==> config.mk <==
export PLATFORM = sky130hd
export DESIGN_NAME = mon_wire_port
export DESIGN_NICKNAME = d
export VERILOG_FILES = /design/src/rtl/mwp_pkg.sv /design/src/rtl/mwp_datapath.sv /design/src/rtl/mwp_control.sv /design/src/rtl/mon_wire_port.sv
export SDC_FILE = /design/constraint.sdc
export NUM_CORES = 1
export LEC_CHECK = 0
export BUFFER_PORTS_ARGS = -buffer_cell sky130_fd_sc_hd__buf_2
export CAP_MARGIN = 20
export CORE_ASPECT_RATIO = 1.2
export CORE_MARGIN = 4
export CORE_UTILIZATION = 52
export CTS_CLUSTER_DIAMETER = 120
export CTS_CLUSTER_SIZE = 30
export DETAILED_ROUTE_END_ITERATION = 12
export GPL_ROUTABILITY_DRIVEN = 0
export GPL_TIMING_DRIVEN = 0
export PLACE_DENSITY = 0.75
export SYNTH_ARGS = -nofsm -noshare
export SYNTH_HDL_FRONTEND = slang
export SYNTH_SLANG_ARGS = --single-unit
==> constraint.sdc <==
create_clock -name clk -period 3.1 [get_ports clk]
set_input_delay 0.155 -clock clk [delete_from_list [all_inputs] [get_ports clk]]
set_output_delay 0.155 -clock clk [all_outputs]
set_load 0.01 [all_outputs]
==> src/rtl/mwp_pkg.sv <==
package mwp_pkg;

  // One-cycle strobes from the control FSM to the datapath
  typedef struct packed {
    logic timerHalf;
    logic timerFull;
    logic bitClr;
    logic bitInc;
    logic rxShift;
    logic txLoadChar;
    logic txLoadBreak;
    logic txShift;
    logic txStop;
  } mwpCtrl_t;

  typedef enum logic [2:0] {
    ST_IDLE,
    ST_RX,
    ST_TXCHAR,
    ST_TXBRK,
    ST_ARM
  } mwpState_t;

  localparam int CHAR_LAST = 9;   // start + 8 data + stop, index of the last bit
  localparam int BRK_LAST  = 11;  // 2 idle gap bits + 10 low bits

endpackage

==> src/rtl/mwp_datapath.sv <==
module mwp_datapath
  import mwp_pkg::*;
#(
  parameter int DIV_LONG  = 1024,
  parameter int DIV_SHORT = 512
) (
  input  logic       clk,
  input  logic       rstN,
  input  logic       modeEnter,
  input  logic       strapHigh,
  input  logic       altEntry,
  input  logic       lineIn,
  input  logic [7:0] txData,
  input  mwpCtrl_t   ctrl,
  output logic       lineSync,
  output logic       timerDone,
  output logic [3:0] bitCnt,
  output logic [7:0] rxByte,
  output logic       rxZero,
  output logic       lineDriveLow
);

  localparam int PW = $clog2(DIV_LONG + 1);
  localparam logic [PW-1:0] LONG_P  = PW'(DIV_LONG);
  localparam logic [PW-1:0] SHORT_P = PW'(DIV_SHORT);

  logic [PW-1:0] periodReg;
  logic          periodLocked;
  logic [PW-1:0] timerCnt;
  logic [1:0]    syncPipe;
  logic [11:0]   txReg;
  logic          txBusy;

  // Bit period latched once on the first mode-entry strobe
  always_ff @(posedge clk or negedge rstN) begin
    if (!rstN) begin
      periodReg    <= LONG_P;
      periodLocked <= 1'b0;
    end else if (modeEnter && !periodLocked) begin
      periodReg    <= (strapHigh || altEntry) ? LONG_P : SHORT_P;
      periodLocked <= 1'b1;
    end
  end

  // Two-stage synchronizer on the wire input
  always_ff @(posedge clk or negedge rstN) begin
    if (!rstN) syncPipe <= 2'b11;
    else       syncPipe <= {syncPipe[0], lineIn};
  end
  assign lineSync = syncPipe[1];

  // Bit timer: counts down to zero, reloaded by control
  always_ff @(posedge clk or negedge rstN) begin
    if (!rstN)               timerCnt <= '0;
    else if (ctrl.timerFull) timerCnt <= periodReg - PW'(1);
    else if (ctrl.timerHalf) timerCnt <= (periodReg >> 1) - PW'(1);
    else if (timerCnt != '0) timerCnt <= timerCnt - PW'(1);
  end
  assign timerDone = (timerCnt == '0);

  always_ff @(posedge clk or negedge rstN) begin
    if (!rstN)            bitCnt <= '0;
    else if (ctrl.bitClr) bitCnt <= '0;
    else if (ctrl.bitInc) bitCnt <= bitCnt + 4'd1;
  end

  // Receive shifter, LSB arrives first
  always_ff @(posedge clk or negedge rstN) begin
    if (!rstN)             rxByte <= '0;
    else if (ctrl.rxShift) rxByte <= {lineSync, rxByte[7:1]};
  end
  assign rxZero = (rxByte == 8'h00);

  // Transmit shifter; bit 0 is the level currently on the wire
  always_ff @(posedge clk or negedge rstN) begin
    if (!rstN) begin
      txReg  <= '1;
      txBusy <= 1'b0;
    end else if (ctrl.txLoadChar) begin
      txReg  <= {2'b11, 1'b1, txData, 1'b0};
      txBusy <= 1'b1;
    end else if (ctrl.txLoadBreak) begin
      txReg  <= {10'b0, 2'b11};
      txBusy <= 1'b1;
    end else if (ctrl.txShift) begin
      txReg  <= {1'b1, txReg[11:1]};
    end else if (ctrl.txStop) begin
      txBusy <= 1'b0;
    end
  end
  assign lineDriveLow = txBusy && !txReg[0];

endmodule

==> src/rtl/mwp_control.sv <==
module mwp_control
  import mwp_pkg::*;
(
  input  logic       clk,
  input  logic       rstN,
  input  logic       lineSync,
  input  logic       timerDone,
  input  logic [3:0] bitCnt,
  input  logic       rxZero,
  input  logic       txValid,
  output mwpCtrl_t   ctrl,
  output logic       txReady,
  output logic       rxValid,
  output logic       breakDetected
);

  mwpState_t state, stateNext;

  always_ff @(posedge clk or negedge rstN) begin
    if (!rstN) state <= ST_IDLE;
    else       state <= stateNext;
  end

  always_comb begin
    ctrl          = '0;
    stateNext     = state;
    txReady       = 1'b0;
    rxValid       = 1'b0;
    breakDetected = 1'b0;
    unique case (state)
      ST_IDLE: begin
        txReady = 1'b1;
        if (txValid) begin
          ctrl.txLoadChar = 1'b1;
          ctrl.timerFull  = 1'b1;
          ctrl.bitClr     = 1'b1;
          stateNext       = ST_TXCHAR;
        end else if (!lineSync) begin
          ctrl.timerHalf = 1'b1;
          ctrl.bitClr    = 1'b1;
          stateNext      = ST_RX;
        end
      end
      ST_RX: begin
        if (timerDone) begin
          if (bitCnt == 4'd0) begin
            if (lineSync) stateNext = ST_ARM;   // start bit was a glitch
            else begin
              ctrl.timerFull = 1'b1;
              ctrl.bitInc    = 1'b1;
            end
          end else if (bitCnt < 4'(CHAR_LAST)) begin
            ctrl.rxShift   = 1'b1;
            ctrl.timerFull = 1'b1;
            ctrl.bitInc    = 1'b1;
          end else if (lineSync) begin
            rxValid   = 1'b1;
            stateNext = ST_IDLE;
          end else if (rxZero) begin
            breakDetected    = 1'b1;
            ctrl.txLoadBreak = 1'b1;
            ctrl.timerFull   = 1'b1;
            ctrl.bitClr      = 1'b1;
            stateNext        = ST_TXBRK;
          end else begin
            stateNext = ST_ARM;                 // framing error
          end
        end
      end
      ST_TXCHAR, ST_TXBRK: begin
        if (timerDone) begin
          if (bitCnt == ((state == ST_TXCHAR) ? 4'(CHAR_LAST) : 4'(BRK_LAST))) begin
            ctrl.txStop = 1'b1;
            stateNext   = ST_ARM;
          end else begin
            ctrl.txShift   = 1'b1;
            ctrl.timerFull = 1'b1;
            ctrl.bitInc    = 1'b1;
          end
        end
      end
      ST_ARM: begin
        if (lineSync) stateNext = ST_IDLE;
      end
      default: stateNext = ST_IDLE;
    endcase
  end

endmodule

==> src/rtl/mon_wire_port.sv <==
module mon_wire_port
  import mwp_pkg::*;
#(
  parameter int DIV_LONG  = 1024,
  parameter int DIV_SHORT = 512
) (
  input  logic       clk,
  input  logic       rstN,
  input  logic       modeEnter,
  input  logic       strapHigh,
  input  logic       altEntry,
  input  logic       lineIn,
  output logic       lineDriveLow,
  input  logic [7:0] txData,
  input  logic       txValid,
  output logic       txReady,
  output logic [7:0] rxData,
  output logic       rxValid,
  output logic       breakDetected
);

  mwpCtrl_t   ctrl;
  logic       lineSync;
  logic       timerDone;
  logic [3:0] bitCnt;
  logic       rxZero;

  mwp_datapath #(.DIV_LONG(DIV_LONG), .DIV_SHORT(DIV_SHORT)) u_dp (
    .clk(clk), .rstN(rstN), .modeEnter(modeEnter), .strapHigh(strapHigh),
    .altEntry(altEntry), .lineIn(lineIn), .txData(txData), .ctrl(ctrl),
    .lineSync(lineSync), .timerDone(timerDone), .bitCnt(bitCnt),
    .rxByte(rxData), .rxZero(rxZero), .lineDriveLow(lineDriveLow)
  );

  mwp_control u_ctl (
    .clk(clk), .rstN(rstN), .lineSync(lineSync), .timerDone(timerDone),
    .bitCnt(bitCnt), .rxZero(rxZero), .txValid(txValid), .ctrl(ctrl),
    .txReady(txReady), .rxValid(rxValid), .breakDetected(breakDetected)
  );

endmodule

* After elaboration in Yosys (flattened, before gate mapping)
Index checks and enable logic that the tools add are counted.
Storage, ports and cells: output and inout bits 12, flip-flop bits (word level) 53, input bits 15, logic and storage cells 107
Operators by class: muxes and demuxes 63, reduce and logical (&&, ||, !) cells 17, magnitude comparators 1, add/sub/neg operators 4, eq/ne operators 13
Operators with widths (number):
- $mux W11 | 4
- $mux W12 | 3
- $mux W3 | 11
- $mux W1 | 32
- $sub A11 B1 Y11 const B | 2
- $mux W2 | 6
- $mux W4 | 3
- $pmux W3 S4 | 1
- $logic_not A11 Y1 | 1
- $reduce_bool A11 Y1 | 1
- $sub A10 B1 Y11 const B | 1
- $reduce_bool A3 Y1 | 3
- $logic_not A8 Y1 | 1
- $reduce_and A7 Y1 | 1
- $eq A3 B2 Y1 const B | 2
- $ne A2 B2 Y1 const B | 3
- $ne A3 B2 Y1 const B | 2
- $ne A3 B3 Y1 const B | 2
- $add A4 B1 Y4 const B | 1
- $eq A4 B4 Y1 | 1
- $logic_not A4 Y1 | 1
- $lt A4 B4 Y1 const B | 1
- $pmux W1 S2 | 2
- $eq A3 B1 Y1 const B | 1
- 10 further kinds | 12

* Depth between registers and ports, before layout
Gate-level depths: netlist of the first run.
depth in word-level cells 10, depth in mapped cells 15, depth with buffers taken out 12

* Hierarchy
Synthesis of the first run repeated with hierarchy kept, for this count alone.
Second synthesis, totals: cells, all modules 224, area, all modules 2301.0 um^2
Modules (own cells, without submodules):
- mwp_datapath | area each 1871.8 um^2, instances 1, cells each 169
- mwp_control | area each 429.2 um^2, instances 1, cells each 55

* Least setup slack after synthesis of the first run
Ideal clock, no wire load.
path kind reg-to-reg, from reg u_dp.timerCnt[5], to reg u_dp.timerCnt[8], stages on the path, launching flop included 13, path buffers 3, setup time 146 ps, data arrival time 2922 ps, path slack 32 ps, cell sequence dfrtp_1 -> or4_4 -> or4_1 -> buf_2 -> or2_1 -> buf_6 -> and3_4 -> buf_6 -> nand2_1 -> ha_1 -> o31ai_1 -> a2bb2oi_1 -> a2bb2oi_1
On the way: longest elaborated chain between the ends 4
RTL lines:
- start, declared | line mwp_datapath.sv:29 | logic [PW-1:0] timerCnt;
- start signal, assigned | line mwp_datapath.sv:55 | else if (ctrl.timerFull) timerCnt <= periodReg - PW'(1);
- start signal, assigned | line mwp_datapath.sv:56 | else if (ctrl.timerHalf) timerCnt <= (periodReg >> 1) - PW'(1);
- start signal, assigned | line mwp_datapath.sv:57 | else if (timerCnt != '0) timerCnt <= timerCnt - PW'(1);
- $sub A11 B1 Y11 or $logic_not A11 Y1 (tied branches) | line mwp_datapath.sv:57, mwp_datapath.sv:59
- $mux W11, or another cell as far along | line mwp_datapath.sv:57
- $mux W11 or $pmux W1 S3 (tied branches) | line mwp_datapath.sv:56, mwp_control.sv:30
- $mux W11 or $reduce_bool A3 Y1 (tied branches)
Several ways; a longest one is shown, not always the timed one. The select of a mux whose other input is x is not followed. A chain may end at the register's enable or synchronous reset.

* Worst setup path in the final report of the first run
from reg u_dp.timerCnt[7], to reg u_dp.timerCnt[10]
The elaborated chain is that of the path after synthesis.

==> key figures, run 1 <==
Pwr
  – Sw Pwr: 0.778 mW
  – Internal: 1.41 mW
  – Power density cells: 743 nW/um2
  – P_leak: 1.30 nW
  – Sw frac: 0.356
  – Flop pwr share: 0.398
  – Clock power frac: 0.205
  – Gate power share: 0.397
  – Final Power: 2.19 mW
  – Max VDD drop: 0.398 mV

Worst setup path
  – FF-to-FF path depth: 12
  – Crit. path cell count: 12
  – Worst r2r src: u_dp.timerCnt[7]$_DFFE_PN0P_
  – Worst R2R End: u_dp.timerCnt[10]$_DFFE_PN0P_
  – Cell family with most CP delay: simple AND/OR/NAND/NOR gates
  – CP peak stage delay: 590 ps
  – Worst EP arrival: 3300 ps
  – Crit-path cells: or4_4, or4_4, buf_6, or2_1, buf_6, and3_4, buf_6, nand2_2, ha_4, o31ai_2, o2111ai_1, a2bb2oi_1
  – Critical path capture point type: flip-flop
  – Critical-path maximum fanout: 9
  – Critical Path Start Type: flip-flop
  – Slowest CP cell: or4_4
  – Crit path to: u_dp.timerCnt[10]$_DFFE_PN0P_
  – Setup CP Type: reg2reg
  – Critical Path Source: u_dp.timerCnt[7]$_DFFE_PN0P_
  – Cell mode on critical path: buf_6
  – R2r setup slk: 30 ps
  – CP Buf/Inv Count: 3
  – CP required: 3330 ps

Route
  – 1st-iter DRT viols: 131
  – DR vias/cell: 5.97
  – ANT nets after route: 0
  – Drt first pass iters: 4
  – DRC: 0
  – Total number of vias: 2149
  – Per-cell routed wire length: 15.7 um
  – Post-Route WL: 5670 um

Synth
  – Mapped Area: 2450 um2
  – Register area share after synthesis: 0.456
  – Synthesized area per cell: 9.59 um2
  – Unique cell type count in the Yosys netlist: 53
  – Async set or reset register ratio after synthesis: 1.00
  – Top_reg_cell synth: dfrtp_1
  – EDFF count, synth: 0
  – Mapped Cells: 256
  – Post-synth net total: 274
  – Count of warnings emitted by yosys: 0
  – Flops & latches, synth: 44

Floorplan
  – Die width: 70.7 um
  – FP Rows: 27
  – Die height: 83.3 um
  – Initial Utilization: 0.534
  – IO Count: 27
  – Core Region: 4590 um2
  – Total die area: 5890 um2

Clocking
  – CTS Sinks: 44
  – Root Driver: clkbuf_8
  – H-tree Lvls: 2
  – CTS clk-pin slew, worst paths: 90 ps
  – Clk_lat worst skew: 290 ps
  – TritonCTS buffer count: 5
  – Max clock buf depth: 2
  – CTS tree: built

GRT
  – Via count of the first global-routing pass: 2093
  – Total gr overflow: 0
  – First-pass GRT wire length: 9670 um
  – Largest net degree at the start of global routing: 45
  – GR Util All Layers: 0.198
  – Initial antenna violation count: 0

Placed design
  – DP HPWL: 3820 um
  – Number of port buffers: 26
  – Placement Cell Area: 2660 um2

STA
  – Achievable frequency: 326 MHz
  – Final Skew: 9.19 ps
  – Final setup fails: 0
  – Hold Vio Cnt, Final: 0
  – Max-slew violation count: 0
  – Post-route clock period utilization: 0.991
  – RSZ-0062 raised after global routing: true
  – Final min period: 3070 ps
  – Actual slew at the worst max-slew pin: 955 ps
  – Slew HR: 0.363

Finish
  – Layout cells sized above 1: 0.315
  – Ant. Diodes: 0
  – Final nets: 319
  – Commonest cells after routing, fill and taps aside: dfrtp_1 (29), buf_2 (27), nand2_1 (24)
  – Fill count: 388
  – Final instance area: 2940 um2
  – Multi-input logic area: 1270 um2
  – Commonest non-fill, non-tap cell in the layout: dfrtp_1
  – Synth-to-Final Area Change: 19.9%
  – Reg area: 1120 um2
  – Core Util, Final: 0.641

Worst hold path
  – Min-Delay Path Class: in2async

Flow run
  – Total of max-cap violations: 0

Status
  – Status: finished clean
==> repair_timing <==
item,4_1_cts,5_1_grt
endpoints found under the setup margin,4,12
hold endpoints to repair,1,0
gates resized for setup,5,10
pin swaps,2,4
setup buffers,7,7
hold buffers,1,0
cloned,0,0
==> how the worst min path moves through the flow <==
stage,to,slack [ps],cells after the start
2_1_floorplan,u_ctl.state[0]$_DFFE_PN0P_,-140,0
3_3_place_gp,u_dp.syncPipe[0]$_DFF_PN1_,260,1
3_5_place_dp,u_dp.syncPipe[0]$_DFF_PN1_,260,1
4_1_cts,u_dp.timerCnt[7]$_DFFE_PN0P_,40,1
5_1_grt,u_dp.txReg[2]$_DFFE_PN1P_,60,3
6_report,u_dp.timerCnt[7]$_DFFE_PN0P_,8,1
==> state kept, by name, summed over array words and instances, names as in the netlist <==
signal,count
u_dp.txReg,12
u_dp.timerCnt,11
u_dp.rxByte,8
u_dp.bitCnt,4
u_ctl.state,3
u_dp.periodReg,2
u_dp.syncPipe,2
u_dp.periodLocked,1
u_dp.txBusy,1
==> power groups by stage <==
stage,logic [mW],registers (mW),clock network [mW]
floorplan,0.572,0.842,0
global placement,0.716,0.866,0
detailed placement,0.729,0.874,0
CTS,0.803,0.852,0.458
global route,0.974,0.891,0.488
finish,0.868,0.869,0.449
==> final cells by class <==
| class | count | share of cell area |
|---|---|---|
| flip-flops and latches | 44 | 0.380 |
| plain buffers | 11 | 0.0246 |
| clock inverters | 2 | 0.0115 |
| inverters | 13 | 0.0166 |
| clock buffers | 6 | 0.0280 |
| well taps | 58 | 0.0246 |
| multi-input cells | 185 | 0.431 |
| repair buffers | 41 | 0.0833 |
==> cells by family after synthesis <==
| kind of cell | after synthesis | share of synthesized area |
|---|---|---|
| buf+inv | 27 | 0.0515 |
| flops | 44 | 0.456 |
| fa+ha+maj | 3 | 0.0153 |
| xor+xnor | 3 | 0.0107 |
| simple gates | 93 | 0.203 |
| mux | 12 | 0.0530 |
| compound gates | 74 | 0.210 |
==> cells in the mapped netlist (all sizes together), types with 6 or more instances <==
master	instances	area, um2
mux2	8	90.1
nand3	7	35.0
dfrtp	29	726
or4	6	52.6
inv	13	48.8
a21oi	9	45.0
nand2	26	97.6
nor2	20	75.1
dfstp	15	394
o21ai	23	115
a22oi	6	45.0
nor4	6	52.6
clkbuf	9	33.8
==> metrics by stage <==
stage                     setup TNS (ps)  hold WS [ps]  setup slack (ps)  cells
after CTS                              0          42.6              15.2    356
after detailed placement            -628           262              -248    340
after global routing                -102          60.4             -51.9    360
after global placement              -576           260              -238    340
after floorplan                        0          -141              31.9    256
final                                  0          8.02              29.0    360
==> layer usage <==
layer	vias to the layer above	wire length [um]	part of all wire	global-route usage
met5	-	0	0	0
li1	1038	-	-	-
met2	62	2980	0.53	0.324
met4	0	36	0.0064	0.0667
met1	1045	2420	0.43	0.261
met3	4	229	0.040	0.0375
No activity file was read; power rests on OpenSTA's default activity.
==> run 2, diff against run 1 <==
- ABC_AREA: not set -> 1
- CORE_UTILIZATION: 52 -> 53
- PLACE_DENSITY: 0.75 -> 0.76
==> run 2 against run 1 <==
Net effect: first-iteration DRC count fell by 15%; final cell count rose by 15%; critical path depth rose by 3; setup slack improved by 700 ps; cell area fell by 2.1%; critical endpoint unchanged; largest power group is now combinational cells.
==> key figures, run 2 <==
GRT
  – Total gr overflow: 0 (unchanged)
  – Largest net degree at the start of global routing: 45 (unchanged)
  – Initial antenna violation count: 0 (unchanged)
  – First-pass GRT wire length: 9140 um (was 9670 um)
  – Via count of the first global-routing pass: 2109 (was 2093)
  – GR Util All Layers: 0.185 (was 0.198)

Route
  – 1st-iter DRT viols: 112 (was 131)
  – DRC: 0 (unchanged)
  – DR WL met2: 2680 um (was 2980 um)
  – Total number of vias: 2165 (was 2149)
  – Drt first pass iters: 5 (was 4)
  – Wl on met1: 2170 um (was 2420 um)
  – Post-Route WL: 5150 um (was 5670 um)
  – ANT nets after route: 0 (unchanged)
  – Per-cell routed wire length: 12.4 um (was 15.7 um)
  – DR top layer: met4 (unchanged)
  – DR WL met3: 218 um (was 229 um)
  – DR vias/cell: 5.22 (was 5.97)

Clocking
  – H-tree Lvls: 2 (unchanged)
  – TritonCTS buffer count: 5 (unchanged)
  – Max clock buf depth: 2 (unchanged)
  – CTS clk-pin slew, worst paths: 80 ps (was 90 ps)
  – Post-CTS Setup Bufs: 0 (was 7)
  – Clk_lat worst skew: 290 ps (about the same)
  – Root Driver: clkbuf_8 (unchanged)
  – CTS Sinks: 44 (unchanged)
  – CTS tree: built (unchanged)

Synth
  – Simple-Gate Fraction of Synth Area: 0.326 (was 0.203)
  – Compound-Gate Fraction of Synth Area: 0.132 (was 0.210)
  – Adder-cell area share of the yosys netlist: 0.0147 (was 0.0153)
  – Async set or reset register ratio after synthesis: 1.00 (unchanged)
  – Top cell type's share of synthesized area: 0.283 (was 0.296)
  – Top_reg_cell synth: dfrtp_1 (unchanged)
  – Synthesized area per cell: 7.95 um2 (was 9.59 um2)
  – Synth Area in XOR/XNOR: 0.0103 (was 0.0107)
  – Synth area leaders: dfrtp_1 (28%), dfstp_2 (15%), nand2_1 (12%) (was dfrtp_1 (30%), dfstp_2 (16%), o21ai_0 (4.7%))
  – Synth cell count leaders: nand2_1 (82), inv_1 (38), dfrtp_1 (29) (was dfrtp_1 (29), nand2_1 (26), o21ai_0 (23))
  – Count of warnings emitted by yosys: 0 (unchanged)
  – Largest family of logic cells by synthesized area: simple AND/OR/NAND/NOR gates (was compound AO/OA/AOI/OAI gates)
  – Flops & latches, synth: 44 (unchanged)
  – Cell taking the most area after synthesis: dfrtp_1 (unchanged)
  – Unique cell type count in the Yosys netlist: 41 (was 53)
  – Register area share after synthesis: 0.437 (was 0.456)
  – EDFF count, synth: 0 (unchanged)
  – Mapped Area: 2560 um2 (was 2450 um2)
  – Mapped Cells: 322 (was 256)
  – Mux contribution to synthesized area: 0.00440 (was 0.0530)
  – Most frequent cell after synthesis: nand2_1 (was dfrtp_1)
  – Post-synth net total: 340 (was 274)

Worst setup path
  – CP required: 3290 ps (was 3330 ps)
  – Setup CP Type: reg2reg (unchanged)
  – R2r setup slk: 730 ps (was 30 ps)
  – Critical Path Start Type: flip-flop (unchanged)
  – CP peak stage delay: 410 ps (was 590 ps)
  – Worst EP arrival: 2560 ps (was 3300 ps)
  – Critical-path maximum fanout: 10 (was 9)
  – FF-to-FF path depth: 15 (was 12)
  – Worst r2r src: u_dp.bitCnt[1]$_DFFE_PN0P_ (was u_dp.timerCnt[7]$_DFFE_PN0P_)
  – Crit-path cells: inv_1, ha_1, inv_1, o21ai_1, a21oi_1, nor2_2, nor2_8, buf_6, nand2_1, ha_1, nand2_2, nor2_2, nand3_1, nand2_1, nor2_1 (was or4_4, or4_4, buf_6, or2_1, buf_6, and3_4, buf_6, nand2_2, ha_4, o31ai_2, o2111ai_1, a2bb2oi_1)
  – Worst R2R End: u_dp.timerCnt[10]$_DFFE_PN0P_ (unchanged)
  – Critical path capture point type: flip-flop (unchanged)
  – Critical Path Source: u_dp.bitCnt[1]$_DFFE_PN0P_ (was u_dp.timerCnt[7]$_DFFE_PN0P_)
  – Slowest CP cell: dfrtp_1 (was or4_4)
  – Crit path to: u_dp.timerCnt[10]$_DFFE_PN0P_ (unchanged)

Floorplan
  – Initial Utilization: 0.553 (was 0.534)
  – Die width: 71.5 um (was 70.7 um)
  – FP Rows: 27 (unchanged)
  – Total die area: 6010 um2 (was 5890 um2)
  – Die height: 84.2 um (was 83.3 um)
  – Core Region: 4630 um2 (was 4590 um2)
  – IO Count: 27 (unchanged)

Pwr
  – P_leak: 1.45 nW (was 1.30 nW)
  – Max VDD drop: 0.556 mV (was 0.398 mV)
  – Power density cells: 813 nW/um2 (was 743 nW/um2)

STA
  – Slew HR: 0.355 (was 0.363)
  – Hold Vio Cnt, Final: 0 (unchanged)
  – Achievable frequency: 421 MHz (was 326 MHz)
  – Final setup fails: 0 (unchanged)
  – Final min period: 2370 ps (was 3070 ps)
  – RSZ-0062 raised after global routing: false (was true)
  – Setup_tns: 0 ps (unchanged)
  – Final Skew: 4.87 ps (was 9.19 ps)
  – Max-slew violation count: 0 (unchanged)
  – Post-route clock period utilization: 0.766 (was 0.991)
  – Final worst slack: 726 ps (was 29.0 ps)
  – Actual slew at the worst max-slew pin: 967 ps (was 955 ps)

Placed design
  – DP HPWL: 3870 um (was 3820 um)
  – Number of port buffers: 26 (unchanged)
  – Place WS: 720 ps (was -248 ps)

Finish
  – Largest registers: u_dp.txReg x12, u_dp.timerCnt x11, u_dp.rxByte x8 (unchanged)
  – Top reg by flops: u_dp.txReg (unchanged)
  – Layout cells sized above 1: 0.252 (was 0.315)
  – Commonest non-fill, non-tap cell in the layout: nand2_1 (was dfrtp_1)
  – Synth-to-Final Area Change: 12.5% (was 19.9%)
  – Commonest cells after routing, fill and taps aside: nand2_1 (82), inv_1 (38), dfrtp_1 (29) (was dfrtp_1 (29), buf_2 (27), nand2_1 (24))
  – Reg area: 1120 um2 (unchanged)
  – Fill count: 430 (was 388)
  – Final nets: 374 (was 319)
  – Multi-input logic area: 1250 um2 (was 1270 um2)
  – Ant. Diodes: 0 (unchanged)
  – Max FFs per register: 12 (unchanged)

Flow run
  – Total of max-cap violations: 0 (unchanged)

Status
  – Status: finished clean (unchanged)

Worst hold path
  – Min-Delay Path Class: in2async (unchanged)
run 2: cell types whose count changed after synthesis, moves of 6 or more:
cell      delta
nand2_1     +56
inv_1       +25
nor2_2       +8
clkbuf_1     -7
mux2_2       -7
nand2_2      +7
nor2_1       +7
o21ai_1      +7
a21oi_1      +6
a22oi_1      -6
nand3_1      +6
run 2: cell families (layout without fill, tap and decap cells):
kind of cell / Yosys count / in the layout
AOI/OAI and AO/OA: 59 / 59
xor gates and xnor gates: 3 / 3
adders and majority gates: 3 / 3
buffers and inverters: 47 / 82
DFF: 44 / 44
muxes: 1 / 1
and+or+nand+nor: 165 / 165
run 2: power by group:
group | internal, mW | switching (mW) | leakage (nW) | total [mW]
combinational | 0.386 | 0.654 | 0.871 | 1.04
sequential | 0.782 | 0.0905 | 0.527 | 0.872
clock | 0.239 | 0.193 | 0.0552 | 0.432
total | 1.41 | 0.937 | 1.45 | 2.34
run 2: final cells by class:
type                    instances  area share
well taps                      58      0.0252
clock inverters                 2      0.0122
flip-flops and latches         44       0.389
multi-input cells             231       0.433
clock buffers                   6      0.0252
plain buffers                   5      0.0122
repair buffers                 27      0.0486
inverters                      42      0.0547
run 2: worst min path at each step:
stage              start                             to  slack (ps)  cells past startpoint
2_1_floorplan       rstN     u_ctl.state[0]$_DFFE_PN0P_        -140                      0
3_3_place_gp      lineIn     u_dp.syncPipe[0]$_DFF_PN1_         260                      1
3_5_place_dp      lineIn     u_dp.syncPipe[0]$_DFF_PN1_         260                      1
4_1_cts             rstN   u_dp.timerCnt[2]$_DFFE_PN0P_          50                      1
5_1_grt        modeEnter  u_dp.periodLocked$_DFFE_PN0P_          70                      2
6_report            rstN     u_dp.rxByte[1]$_DFFE_PN0P_          10                      1
run 2: critical path, delay by kind of cell (launching register included):
| kind | cells | cell delay [ps] |
|---|---|---|
| buffers and inverters | 3 | 350 |
| AO/OA/AOI/OAI | 2 | 350 |
| AND/OR/NAND/NOR | 8 | 810 |
| adder cells (fa/ha/maj) | 2 | 380 |
| flip-flops | 1 | 410 |
run 2: repair_timing:
item,in CTS,in global routing
hold endpoints to repair,1,0
setup endpoints to repair,0,0
hold buffers,1,0
gates resized for setup,0,0
run 2: metal layers:
metal,GRT usage,vias to the layer above
met1,0.227,1020
met3,0.0335,6
met4,0.0530,0
met5,0,-
met2,0.329,44
li1,-,1095
run 2: metrics by stage:
step / power (mW) / hold slack, ps / area (um2) / cells / util
finish: 2.34 / 10.2 / 2880 / 415 / 0.623
global route: 2.56 / 72.3 / 2880 / 415 / 0.623
CTS: 2.36 / 45.9 / 2880 / 415 / 0.623
detailed placement: 1.92 / 262 / 2760 / 406 / 0.597
global placement: 1.88 / 263 / 2760 / 406 / 0.597
floorplan: 1.70 / -141 / 2560 / 322 / -
